$ cat config.mk
export PLATFORM = sky130hd
export DESIGN_NAME = blkvid_shifter
export DESIGN_NICKNAME = d
export VERILOG_FILES = /design/src/rtl/blkvid_pkg.sv /design/src/rtl/blkvid_pixdiv.sv /design/src/rtl/blkvid_timing.sv /design/src/rtl/blkvid_hold.sv /design/src/rtl/blkvid_outstage.sv /design/src/rtl/blkvid_shifter.sv
export SDC_FILE = /design/constraint.sdc
export NUM_CORES = 1
export LEC_CHECK = 0
export BUFFER_PORTS_ARGS = -buffer_cell sky130_fd_sc_hd__buf_2
export CORE_UTILIZATION = 31
export DETAILED_ROUTE_END_ITERATION = 6
export GPL_TIMING_DRIVEN = 1
export PLACE_DENSITY_LB_ADDON = 0.1
export SYNTH_ARGS = -nofsm -noshare
export SYNTH_HDL_FRONTEND = slang
export SYNTH_SLANG_ARGS = --single-unit
$ cat constraint.sdc
create_clock -name clk -period 3.65 [get_ports clk]
set_input_delay 0.1825 -clock clk [delete_from_list [all_inputs] [get_ports clk]]
set_output_delay 0.1825 -clock clk [all_outputs]
set_load 0.02 [all_outputs]
$ cat src/rtl/blkvid_pkg.sv
package blkvid_pkg;

  // Width of a counter that must hold values 0 .. n-1 (at least one bit).
  function automatic int unsigned cnt_width(input int unsigned n);
    return (n > 1) ? $clog2(n) : 1;
  endfunction

  // True when a modulo-lim counter sits on its final value.
  function automatic logic at_last(input int unsigned cnt, input int unsigned lim);
    return cnt == (lim - 1);
  endfunction

  // Number of clock cycles one block occupies.
  function automatic int unsigned block_cycles(input int unsigned pix, input int unsigned div);
    return pix * div;
  endfunction

  // What the output stage does on a given cycle.
  typedef enum logic [1:0] {
    OP_HOLD    = 2'd0,
    OP_SHIFT   = 2'd1,
    OP_PATTERN = 2'd2,
    OP_BLANK   = 2'd3
  } out_op_e;

endpackage

$ cat src/rtl/blkvid_pixdiv.sv
module blkvid_pixdiv #(
  parameter int unsigned DIV = 2
) (
  input  logic clk,
  input  logic rst,
  output logic tick
);
  import blkvid_pkg::*;

  localparam int unsigned DW = cnt_width(DIV);

  generate
    if (DIV <= 1) begin : g_every
      assign tick = 1'b1;
    end else begin : g_count
      logic [DW-1:0] cnt_q;

      always_ff @(posedge clk) begin
        if (rst) begin
          cnt_q <= '0;
        end else if (at_last(int'(cnt_q), DIV)) begin
          cnt_q <= '0;
        end else begin
          cnt_q <= cnt_q + 1'b1;
        end
      end

      assign tick = at_last(int'(cnt_q), DIV);
    end
  endgenerate

endmodule

$ cat src/rtl/blkvid_timing.sv
module blkvid_timing #(
  parameter int unsigned PIX_PER_BLK  = 40,
  parameter int unsigned BLK_PER_LINE = 16
) (
  input  logic clk,
  input  logic rst,
  input  logic tick,
  output logic blk_end,
  output logic line_end
);
  import blkvid_pkg::*;

  localparam int unsigned PW = cnt_width(PIX_PER_BLK);
  localparam int unsigned BW = cnt_width(BLK_PER_LINE);

  logic [PW-1:0] pix_q;
  logic [BW-1:0] blk_q;
  logic          pix_last;
  logic          blk_last;

  assign pix_last = at_last(int'(pix_q), PIX_PER_BLK);
  assign blk_last = at_last(int'(blk_q), BLK_PER_LINE);
  assign blk_end  = tick && pix_last;
  assign line_end = blk_end && blk_last;

  always_ff @(posedge clk) begin
    if (rst) begin
      pix_q <= '0;
      blk_q <= '0;
    end else if (tick) begin
      if (pix_last) begin
        pix_q <= '0;
        blk_q <= blk_last ? '0 : blk_q + 1'b1;
      end else begin
        pix_q <= pix_q + 1'b1;
      end
    end
  end

endmodule

$ cat src/rtl/blkvid_hold.sv
module blkvid_hold #(
  parameter int unsigned W = 16
) (
  input  logic         clk,
  input  logic         rst,
  input  logic         wr_en,
  input  logic [W-1:0] wr_data,
  input  logic         consume,
  output logic [W-1:0] hold_q,
  output logic         full_q,
  output logic         irq_q
);

  // A write always wins over the line-end consume on the flags; the output
  // stage has already sampled the earlier content on that edge.
  always_ff @(posedge clk) begin
    if (rst) begin
      hold_q <= '0;
      full_q <= 1'b0;
      irq_q  <= 1'b0;
    end else if (wr_en) begin
      hold_q <= wr_data;
      full_q <= 1'b1;
      irq_q  <= 1'b0;
    end else if (consume) begin
      full_q <= 1'b0;
      irq_q  <= 1'b1;
    end
  end

endmodule

$ cat src/rtl/blkvid_outstage.sv
module blkvid_outstage #(
  parameter int unsigned W = 16
) (
  input  logic         clk,
  input  logic         rst,
  input  logic         blk_end,
  input  logic         line_end,
  input  logic [W-1:0] hold_q,
  input  logic         hold_full,
  output logic         video,
  output logic         underrun_q
);
  import blkvid_pkg::*;

  logic [W-1:0] sh_q;
  out_op_e      op;

  always_comb begin
    if (line_end) begin
      op = hold_full ? OP_PATTERN : OP_BLANK;
    end else if (blk_end) begin
      op = OP_SHIFT;
    end else begin
      op = OP_HOLD;
    end
  end

  always_ff @(posedge clk) begin
    if (rst) begin
      sh_q       <= '0;
      underrun_q <= 1'b0;
    end else begin
      case (op)
        OP_SHIFT:   sh_q <= {sh_q[W-2:0], 1'b0};
        OP_PATTERN: sh_q <= hold_q;
        OP_BLANK: begin
          sh_q       <= '0;
          underrun_q <= 1'b1;
        end
        default:    sh_q <= sh_q;
      endcase
    end
  end

  assign video = sh_q[W-1];

endmodule

$ cat src/rtl/blkvid_shifter.sv
module blkvid_shifter #(
  parameter int unsigned DIV          = 2,
  parameter int unsigned PIX_PER_BLK  = 40,
  parameter int unsigned BLK_PER_LINE = 16
) (
  input  logic                    clk,
  input  logic                    rst,
  input  logic                    wr_en,
  input  logic [BLK_PER_LINE-1:0] wr_data,
  output logic                    video_out,
  output logic                    irq_empty,
  output logic                    underrun
);

  // Internal events brought out by name for the bound checker.
  logic                    pix_tick_w;
  logic                    blk_end_w;
  logic                    line_end_w;
  logic                    hold_full_w;
  logic [BLK_PER_LINE-1:0] hold_pat_w;

  blkvid_pixdiv #(.DIV(DIV)) u_div (
    .clk  (clk),
    .rst  (rst),
    .tick (pix_tick_w)
  );

  blkvid_timing #(
    .PIX_PER_BLK  (PIX_PER_BLK),
    .BLK_PER_LINE (BLK_PER_LINE)
  ) u_timing (
    .clk      (clk),
    .rst      (rst),
    .tick     (pix_tick_w),
    .blk_end  (blk_end_w),
    .line_end (line_end_w)
  );

  blkvid_hold #(.W(BLK_PER_LINE)) u_hold (
    .clk     (clk),
    .rst     (rst),
    .wr_en   (wr_en),
    .wr_data (wr_data),
    .consume (line_end_w),
    .hold_q  (hold_pat_w),
    .full_q  (hold_full_w),
    .irq_q   (irq_empty)
  );

  blkvid_outstage #(.W(BLK_PER_LINE)) u_out (
    .clk        (clk),
    .rst        (rst),
    .blk_end    (blk_end_w),
    .line_end   (line_end_w),
    .hold_q     (hold_pat_w),
    .hold_full  (hold_full_w),
    .video      (video_out),
    .underrun_q (underrun)
  );

endmodule

### Word-level counts from Yosys, hierarchy flattened

Index checks and enable logic that the tools add are counted.

* add/sub/neg operators: 3
* equality and inequality tests: 5
* mux-type cells: 8
* reductions and logical operators: 7

Operators by type and width (number)
* 16-bit one-hot mux with 3 select lines: 1
* 6-bit by 1-bit adder with 6-bit output, second input constant: 1
* 6-bit equality test, second input constant: 1
* 6-bit two-way mux: 1
* 4-bit by 1-bit adder with 4-bit output, second input constant: 1
* 2-bit equality test, second input constant: 2
* 4-bit equality test, second input constant: 1
* 1-bit two-way mux: 4
* 4-bit two-way mux: 1
* 2-bit OR reduction: 2
* 3-bit nonzero test: 1
* 2-bit by 1-bit equality test with 1-bit output, second input constant: 1
* 1-bit logical AND: 2
* 2-bit two-way mux: 1
* 2-bit AND reduction: 1
* 2-bit nonzero test: 1
* 1-bit adder, second input constant: 1

* register bits after elaboration: 46
* bits of input ports: 19

### Depth between registers and ports, before layout

Gate-level depths: netlist of run 1.

* depth in word-level cells: 6
* gate-level depth with buffers: 6
* gate-level depth less buffers: 4

### Hierarchy

A second synthesis of run 1 with hierarchy kept.

* cell total of the unflattened synthesis: 191
* area total of the unflattened synthesis: 1955.6 um^2

Modules (own cells, without submodules)
* blkvid_outstage: instances 1, cells an instance 76, area each 808.3 um^2, seq. area each 340.3 um^2
* blkvid_hold: instances 1, cells an instance 59, area each 645.6 um^2, seq. area each 360.3 um^2
* blkvid_timing: instances 1, cells an instance 54, area each 478.0 um^2, seq. area each 200.2 um^2
* blkvid_pixdiv: instances 1, cells an instance 2, area each 23.8 um^2, seq. area each 20.0 um^2

### Worst setup path after synthesis of run 1

Ideal clock, no wire load.

* path kind: flip-flop to flip-flop
* from: register u_timing.pix_q[0]
* to: register u_out.sh_q[0]
* library setup time: 0.070 ns
* arrival time: 1.414 ns
* data required time: 3.580 ns
* setup slack: 2.166 ns
* cell stages (with the launch flop): 6
* period minus slack after synthesis: 1.484 ns
* path through: dfxtp_1 > ha_1 > nand4bb_1 > buf_2 > or4_1 > a21oi_1

* word-level cells in the longest chain between the ends: 6
* elaborated cells on any way between the ends: 10
* classes of those cells: 4 x eq/ne; 3 x mux; 3 x reduce/logical

RTL lines
* start, declared: RTL line blkvid_timing.sv:16 `logic [PW-1:0] pix_q;`
* start signal, assigned: RTL line blkvid_timing.sv:35 `pix_q <= pix_q + 1'b1;`
* 6-bit equality test *: RTL line blkvid_pkg.sv:10 `return cnt == (lim - 1);`
* 1-bit logical AND *: RTL line blkvid_timing.sv:23 `assign blk_end = tick && pix_last;`
* 1-bit two-way mux / 1-bit logical AND (equally long branches): RTL line blkvid_outstage.sv:21, blkvid_timing.sv:24
* 2-bit two-way mux *: RTL line blkvid_outstage.sv:19 `if (line_end) begin`
* 2-bit equality test / 2-bit by 1-bit equality test with 1-bit output (equally long branches): RTL line blkvid_outstage.sv:33 `case (op)`
* 16-bit one-hot mux with 3 select lines / 3-bit nonzero test (equally long branches)
* end signal, assigned: RTL line blkvid_outstage.sv:34 `OP_SHIFT: sh_q <= {sh_q[W-2:0], 1'b0};`
* end signal, assigned: RTL line blkvid_outstage.sv:35 `OP_PATTERN: sh_q <= hold_q;`
* end signal, assigned: RTL line blkvid_outstage.sv:40 `default: sh_q <= sh_q;`
* end, declared: RTL line blkvid_outstage.sv:15 `logic [W-1:0] sh_q;`

Every way passes the cells marked *; elsewhere a longest branch is shown, timed or not.
A chain may end at the register's enable or synchronous reset.

### Worst setup path after layout of run 1

* from: register u_timing.pix_q[0]
* to: register u_out.sh_q[4]

Same word-level chain as after synthesis.

==> results of run 1 <==
[path summary, 6_finish.rpt]
kind                                   startpoint               end
worst min register to register       u_hold.irq_q      u_hold.irq_q
worst max-delay path            u_timing.pix_q[0]     u_out.sh_q[4]
worst max register to register  u_timing.pix_q[0]     u_out.sh_q[4]
worst min-delay path                   wr_data[6]  u_hold.hold_q[6]
[power by group]
| part | leakage (nW) | internal (mW) | total [mW] | switching (mW) |
|---|---|---|---|---|
| Combinational | 0.330 | 0.0220 | 0.0459 | 0.0239 |
| Sequential | 0.375 | 0.515 | 0.525 | 0.0100 |
| Clock | 0.0524 | 0.205 | 0.362 | 0.157 |
| Total | 0.757 | 0.742 | 0.934 | 0.191 |
[through the flow]
| step | utilization, % | hold slack [ps] | worst slack [ps] | std cells | power [mW] |
|---|---|---|---|---|---|
| after floorplan | - | 330 | 2170 | 199 | 0.567 |
| after global routing | 36.0 | 126 | 1330 | 286 | 0.978 |
| final | 36.0 | 124 | 1550 | 286 | 0.934 |
| after detailed placement | 34.2 | 424 | 1540 | 278 | 0.584 |
| after CTS | 36.0 | 117 | 1520 | 286 | 0.950 |
| after global placement | 34.2 | 417 | 1590 | 278 | 0.583 |
[sequential cells by signal, summed over array words and instances, names as in the netlist]
register and count:
u_out.underrun_q 1, u_out.sh_q 16, u_hold.irq_q 1, u_timing.blk_q 4, u_hold.hold_q 16, u_hold.full_q 1, u_div.tick 1, u_timing.pix_q 6
[kinds of logic after synthesis]
group,count (synthesis),share of synthesized area (%)
flops,46,48.8
fa+ha+maj,2,1.33
simple gates,46,12.1
xor+xnor,4,1.86
compound gates,63,22.1
mux,16,8.49
buf+inv,22,5.24
[cell usage after synthesis (all sizes together) (2+ instances only)]
cell type / n / share of area, %
inv: 3 / 0.60
ha: 2 / 1.3
nor3: 4 / 1.1
clkbuf: 8 / 1.6
a21oi: 20 / 5.3
mux2i: 16 / 8.5
a211oi: 17 / 6.8
buf: 11 / 3.1
a22oi: 15 / 6.0
dfxtp: 46 / 49
xor2: 2 / 0.93
o21ai: 4 / 1.1
nand4: 2 / 0.66
nor2: 22 / 4.4
xnor2: 2 / 0.93
nand3: 3 / 0.80
nand2b: 3 / 0.99
nand2: 5 / 0.99
[worst min-delay path: stages]
cell and delay, ps:
buf_2 70, mux2i_1 50, nor2_1 70
[area by class of cell]
type | instances | area, um2
clock buffer | 7 | 76.3
clock inverter | 1 | 30.0
multi-input combinational | 131 | 867
inverter | 3 | 11.3
timing repair buffer | 23 | 120
sequential | 46 | 921
tap | 75 | 93.8
fill | 614 | 3770
[metal layers]
layer / track usage [%] / up-vias / wire length [um]
li1: - / 748 / -
met1: 16.4 / 707 / 1800
met2: 22.8 / 30 / 1800
met3: 3.77 / 4 / 165
met4: 4.82 / 0 / 44
met5: 0 / - / 0
==> out/metrics.csv, run 1 <==
metric;value;unit
Main synth FF type;dfxtp_1;
final count of hold timing violations;0;
total of max-cap violations;0;
Post-Route Skew;3.00;ps
Via density;5.21;
Clock Latency Late Sink;290;ps
CTS Hold Bufs;0;
largest net degree at the start of global routing;50;
CTS clock-pin slew for the worst setup and hold paths;80;ps
nets;231;
LEAKAGE;0.757;nW
Ant. Diodes;0;
Pwr Density;440;nW/um2
fin area;2120;um2
die width;80.0;um
CP bufs+invs;1;
GPL Wtd Cong;0.729;
DRT Wirelength;3810;um
Yosys reg bits;46;
Worst-Margin Slew;893;ps
WP depth;5;
Worst Hold Depth;3;
first-pass GRT wire length;6690;um
Area Growth Syn to Fin;12.3;%
initial core utilization;32.1;%
first-iteration detailed-routing DRC count;55;
ys async rst share;0;%
Die Height;80.0;um
Synth warnings;0;
CP required;3780;ps
Core Box Area;5890;um2
Critical Path AT;2240;ps
critical path, cell by cell;ha_1, nand4bb_1, nor2_1, buf_4, a211oi_1;
Max Fclk;475;MHz
CTS buffer count;5;
IO Pins;22;
slowest CP cell;nor2_1;
max_slew headroom;40.5;%
Mapped Cells;199;
DP Area;2010;um2
RSZ-0062 raised after global routing;no;
DRT Pass-1 Iters;4;
synthesized area;1890;um2
element type at the critical path end;flop;
Reg2Reg Depth;5;
Avg Inst Size Synth;9.48;um2
Num Clock Sinks;46;
R2R Setup Slk;1550;ps
vias after detailed routing;1489;
root buf cell;clkbuf_8;
max incr delay on CP;630;ps
grt total ovfl;0;
average wire per standard cell;13.3;um
GRT Util Overall;13.5;%
startpoint types;flop;
number of nets still failing antenna checks after routing;0;
synthesized net count;220;
Post CTS Setup Buffer Count;0;
die footprint;6400;um2
most frequent cells in the layout;46 x dfxtp_1, 22 x nor2_1, 21 x buf_2;
Slew Limit Fails;0;
number of synthesized flops with an enable pin;0;
Fin Setup TNS;0;ps
initial antenna violation count;0;
min-delay worst type;in2reg;
Min Clock Period, post-route;2100;ps
layout cell share with drive strength beyond 1;14.7;%
Synth cell types;33;
CTS tree;done;
critical path class;reg2reg;
final period utilization;57.6;%
Seq/Total Area, Yosys;48.8;%
Worst Path Max Fanout;11;
cell family with the largest share of critical-path delay;simple AND/OR/NAND/NOR gates;
DP HPWL;2390;um
H-Tree Depth;2;
# rows;28;
Post-CTS Resized;0;
vias in the first global route;1454;
status;finished clean;
Port Buf Inserts;21;
commonest non-fill, non-tap cell in the layout;dfxtp_1;
maximum vdd drop;0.190;mV
Longest Clk Path Bufs;2;
Final setup viols;0;
Residual DRC;0;
Power figures use the tool's default switching activity.
==> run 2, diff against run 1 <==
Clock period 3.65 ns to 1.8 ns, I/O delays scaled along.
==> run 2 against run 1 <==
Effect of this change: via count rose by 1.9%; highest routed layer unchanged; routed wire length up 5.3%; global-route usage up 0.65 points; flip-flop and latch count did not move.
==> out/metrics.csv, run 2 (synthesized netlist as in run 1, its figures left out) <==
metric;value;unit;change
status;finished clean;;
GRT Util Overall;14.2;%;+0.65 points
DP HPWL;2690;um;+13%
total of max-cap violations;0;;unchanged
critical path, cell by cell;ha_1, nand4bb_1, or4_1, a21oi_1;;
nets;240;;+3.9%
number of nets still failing antenna checks after routing;0;;unchanged
Longest Clk Path Bufs;2;;unchanged
maximum vdd drop;0.301;mV;+58%
Min Clock Period, post-route;1650;ps;-449 ps
Critical path destination;u_out.sh_q[0];;
grt total ovfl;0;;unchanged
Residual DRC;0;;unchanged
M2 GR Usage;23.1;%;+0.26 points
max incr delay on CP;580;ps;-50 ps
pre-CTS WS;165;ps;-1380 ps
first-iteration detailed-routing DRC count;121;;+120%
Ant. Diodes;0;;unchanged
CTS tree;done;;
Area Growth Syn to Fin;15.1;%;
Pwr Density;827;nW/um2;+88%
M1 GR Usage;18.1;%;+1.7 points
commonest non-fill, non-tap cell in the layout;dfxtp_1;;
Num Clock Sinks;46;;unchanged
# rows;28;;unchanged
critical path class;reg2reg;;
RR Startpoint;u_timing.pix_q[0];;
Core Box Area;5890;um2;unchanged
WP depth;4;;-1
H-Tree Depth;2;;unchanged
Slew Limit Fails;0;;unchanged
cell family with the largest share of critical-path delay;simple AND/OR/NAND/NOR gates;;
CTS buffer count;5;;unchanged
busiest grt layer;met2;;
Post-CTS Resized;0;;unchanged
vias in the first global route;1481;;+1.9%
LEAKAGE;0.799;nW;+5.5%
Worst Hold Depth;3;;unchanged
startpoint types;flop;;
layout cell share with drive strength beyond 1;18.6;%;+3.9 points
min-delay worst type;in2reg;;
leading registers by flop count;u_hold.hold_q: 16 flops, u_out.sh_q: 16 flops, u_timing.pix_q: 6 flops;;
Max Fclk;604;MHz;+27%
element type at the critical path end;flop;;
average wire per standard cell;13.6;um;+2.0%
initial antenna violation count;0;;unchanged
Final setup viols;0;;unchanged
CTS Hold Bufs;0;;unchanged
worst setup margin;145;ps;-1400 ps
crit path launch;u_timing.pix_q[0];;
DRT Wirelength;4010;um;+5.3%
GPL Wtd Cong;0.791;;+8.5%
CTS clock-pin slew for the worst setup and hold paths;80;ps;about the same
CP required;2020;ps;-1760 ps
largest net degree at the start of global routing;34;;-32%
met3 usage;3.77;%;unchanged
vias after detailed routing;1518;;+1.9%
Port Buf Inserts;21;;unchanged
Worst-Margin Slew;566;ps;-327 ps
Critical Path AT;1880;ps;-360 ps
Via density;5.15;;-1.2%
DRT Pass-1 Iters;4;;unchanged
Post-Route Skew;4.75;ps;+1.76 ps
final period utilization;91.9;%;+34 points
first-pass GRT wire length;7020;um;+5.0%
die width;80.0;um;unchanged
Reg-to-Reg End;u_out.sh_q[0];;
most frequent cells in the layout;46 x dfxtp_1, 22 x nor2_1, 21 x buf_2;;
R2R Setup Slk;150;ps;-1400 ps
final count of hold timing violations;0;;unchanged
slowest CP cell;or4_1;;
Die Height;80.0;um;unchanged
Post CTS Setup Buffer Count;0;;unchanged
CP bufs+invs;0;;-1
max_slew headroom;62.2;%;+22 points
IO Pins;22;;unchanged
Fin Setup TNS;0;ps;unchanged
Reg2Reg Depth;4;;-1
Final Power;1.80;mW;+92%
root buf cell;clkbuf_8;;
die footprint;6400;um2;unchanged
initial core utilization;32.1;%;unchanged
Worst Path Max Fanout;7;;-4
Clock Latency Late Sink;290;ps;about the same
RSZ-0062 raised after global routing;no;;
==> run 2: how the worst min path moves through the flow <==
stage,slack [ps],startpoint,endpoint
CTS,20,wr_data[11],u_hold.hold_q[11]
global placement,320,wr_data[14],u_hold.hold_q[14]
detailed placement,330,wr_data[5],u_hold.hold_q[5]
finish,20,wr_data[2],u_hold.hold_q[2]
global route,30,wr_data[10],u_hold.hold_q[10]
floorplan,240,wr_data[0],u_hold.hold_q[0]
==> run 2: final cells by class <==
type	instances	area, um2
tap	75	93.8
fill	617	3710
sequential	46	921
timing repair buffer	32	188
clock inverter	1	5.00
clock buffer	7	86.3
inverter	3	11.3
multi-input combinational	131	867
==> run 2: per-stage QoR <==
stage	utilization [%]	cells	cell area, um2	hold WS [ps]
6_report	36.9	295	2170	24.0
5_1_grt	36.9	295	2170	33.8
4_1_cts	36.9	295	2170	19.2
3_5_place_dp	35.4	287	2080	331
3_3_place_gp	35.4	287	2080	323
2_1_floorplan	-	199	1890	237
==> run 2: layer usage <==
metal  vias to the layer above  wire (um)
met5                         -          0
met4                         0         58
met2                        29       1870
li1                        765          -
met3                         6        161
met1                       718       1920
==> run 2: worst reg2reg max path, stage by stage, from the launching register on <==
cell and delay, ps:
dfxtp_1 380, ha_1 220, nand4bb_1 250, or4_1 580
a21oi_1 150
==> run 2: where the power goes <==
group	switching, mW	internal (mW)	leakage (nW)
clock	0.326	0.310	0.0482
sequential	0.0202	1.05	0.375
combinational	0.0483	0.0456	0.376
==> run 3, diff against run 2 <==
Settings changed: MAX_ROUTING_LAYER from default to met4.
==> run 3 against run 2 <==
Effect of this change: via count shrank 0.20%; flip-flop and latch count is the same; combinational power barely moved; highest routed layer unchanged; cell area unchanged; sequential share of layout area unchanged; routed wire length hardly changed; worst hold slack about the same; fmax fell by 0.47%; non-clock buffer count is the same; power hardly changed.
==> out/metrics.csv, run 3 (synthesized netlist as in run 1, its figures left out) <==
metric;value;unit;change
status;finished clean;;
CTS tree;done;;
grt total ovfl;0;;unchanged
initial core utilization;32.1;%;unchanged
Pwr Density;827;nW/um2;about the same
Area Growth Syn to Fin;15.1;%;unchanged
worst setup margin;137;ps;-7.76 ps
Post-CTS Resized;0;;unchanged
nets;240;;unchanged
LEAKAGE;0.799;nW;unchanged
Max Fclk;601;MHz;-0.47%
root buf cell;clkbuf_8;;
DRT Wirelength;4010;um;about the same
Post-Route Skew;4.76;ps;+0.00133 ps
vias after detailed routing;1515;;-0.20%
Post CTS Setup Buffer Count;0;;unchanged
RSZ-0062 raised after global routing;no;;
critical path, cell by cell;ha_1, nand4bb_1, or4_1, a21oi_1;;
Clock Latency Late Sink;290;ps;about the same
startpoint types;flop;;
final period utilization;92.4;%;+0.43 points
die footprint;6400;um2;unchanged
min-delay worst type;in2reg;;
leading registers by flop count;u_hold.hold_q: 16 flops, u_out.sh_q: 16 flops, u_timing.pix_q: 6 flops;;
GPL Wtd Cong;0.802;;+1.4%
worst hold slack;23.9;ps;-0.0935 ps
Critical Path AT;1880;ps;about the same
DP HPWL;2690;um;unchanged
Hold EP;u_hold.hold_q[2];;
Reg2Reg Depth;4;;unchanged
vias in the first global route;1482;;+0.068%
Final setup viols;0;;unchanged
initial antenna violation count;0;;unchanged
Worst-Margin Slew;567;ps;+0.152 ps
Reg-to-Reg End;u_out.sh_q[0];;
CTS Hold Bufs;0;;unchanged
average wire per standard cell;13.6;um;about the same
Min Clock Period, post-route;1660;ps;+7.76 ps
CTS buffer count;5;;unchanged
final count of hold timing violations;0;;unchanged
DRT Pass-1 Iters;4;;unchanged
Port Buf Inserts;21;;unchanged
first-pass GRT wire length;7010;um;about the same
max incr delay on CP;580;ps;about the same
maximum vdd drop;0.301;mV;about the same
GRT Util Overall;14.6;%;+0.39 points
total of max-cap violations;0;;unchanged
# rows;28;;unchanged
cell family with the largest share of critical-path delay;simple AND/OR/NAND/NOR gates;;
most frequent cells in the layout;46 x dfxtp_1, 22 x nor2_1, 21 x buf_2;;
Longest Clk Path Bufs;2;;unchanged
CP bufs+invs;0;;unchanged
Die Height;80.0;um;unchanged
Fin Setup TNS;0;ps;unchanged
Worst Path Max Fanout;7;;unchanged
max_slew headroom;62.2;%;about the same
layout cell share with drive strength beyond 1;18.6;%;unchanged
hold_sp;wr_data[2];;
slowest CP cell;or4_1;;
H-Tree Depth;2;;unchanged
die width;80.0;um;unchanged
Slew Limit Fails;0;;unchanged
commonest non-fill, non-tap cell in the layout;dfxtp_1;;
pre-CTS WS;165;ps;unchanged
CTS clock-pin slew for the worst setup and hold paths;80;ps;about the same
CP required;2020;ps;about the same
first-iteration detailed-routing DRC count;121;;unchanged
Residual DRC;0;;unchanged
Ant. Diodes;0;;unchanged
Core Box Area;5890;um2;unchanged
Via density;5.14;;-0.20%
element type at the critical path end;flop;;
RR Startpoint;u_timing.pix_q[0];;
largest net degree at the start of global routing;34;;unchanged
Num Clock Sinks;46;;unchanged
critical path class;reg2reg;;
IO Pins;22;;unchanged
Worst Hold Depth;3;;unchanged
R2R Setup Slk;140;ps;about the same
number of nets still failing antenna checks after routing;0;;unchanged
run 3: metrics by stage:
step	utilization [%]	power (mW)	area (um2)	cells
CTS	36.9	1.83	2170	295
detailed placement	35.4	1.19	2080	287
finish	36.9	1.80	2170	295
floorplan	-	1.15	1890	199
global placement	35.4	1.18	2080	287
global route	36.9	1.88	2170	295
run 3: area by class of cell:
cell class / count / area, um2
timing repair buffer: 32 / 188
sequential: 46 / 921
clock inverter: 1 / 5.00
fill: 617 / 3710
tap: 75 / 93.8
clock buffer: 7 / 86.3
multi-input combinational: 131 / 867
inverter: 3 / 11.3
run 3: metal layers:
| metal | part of all wire [%] | GRT usage, % | vias to the layer above |
|---|---|---|---|
| li1 | - | - | 765 |
| met1 | 48 | 18.1 | 715 |
| met2 | 46 | 23.1 | 29 |
| met3 | 4.0 | 3.77 | 6 |
| met4 | 1.4 | 4.82 | 0 |
| met5 | 0 | - | - |
run 3: worst register-to-register path, delay by kind of cell (launching register included):
family	cells	cell delay (ps)
fa+ha+maj	1	220
flops	1	380
simple gates	2	840
compound gates	1	150
run 3: worst max path at each step:
stage                           start             to  slack [ps]  cells past startpoint
global placement    u_timing.pix_q[0]  u_out.sh_q[0]         230                      4
detailed placement  u_timing.pix_q[0]  u_out.sh_q[0]         160                      4
global route        u_timing.pix_q[0]  u_out.sh_q[0]          90                      4
finish              u_timing.pix_q[0]  u_out.sh_q[0]         140                      4
floorplan           u_timing.pix_q[0]  u_out.sh_q[0]         320                      5
CTS                 u_timing.pix_q[0]  u_out.sh_q[0]         150                      4
run 3: power by group:
group	switching, mW	leakage [nW]	internal (mW)
sequential	0.0202	0.375	1.05
combinational	0.0483	0.376	0.0456
clock	0.326	0.0482	0.310
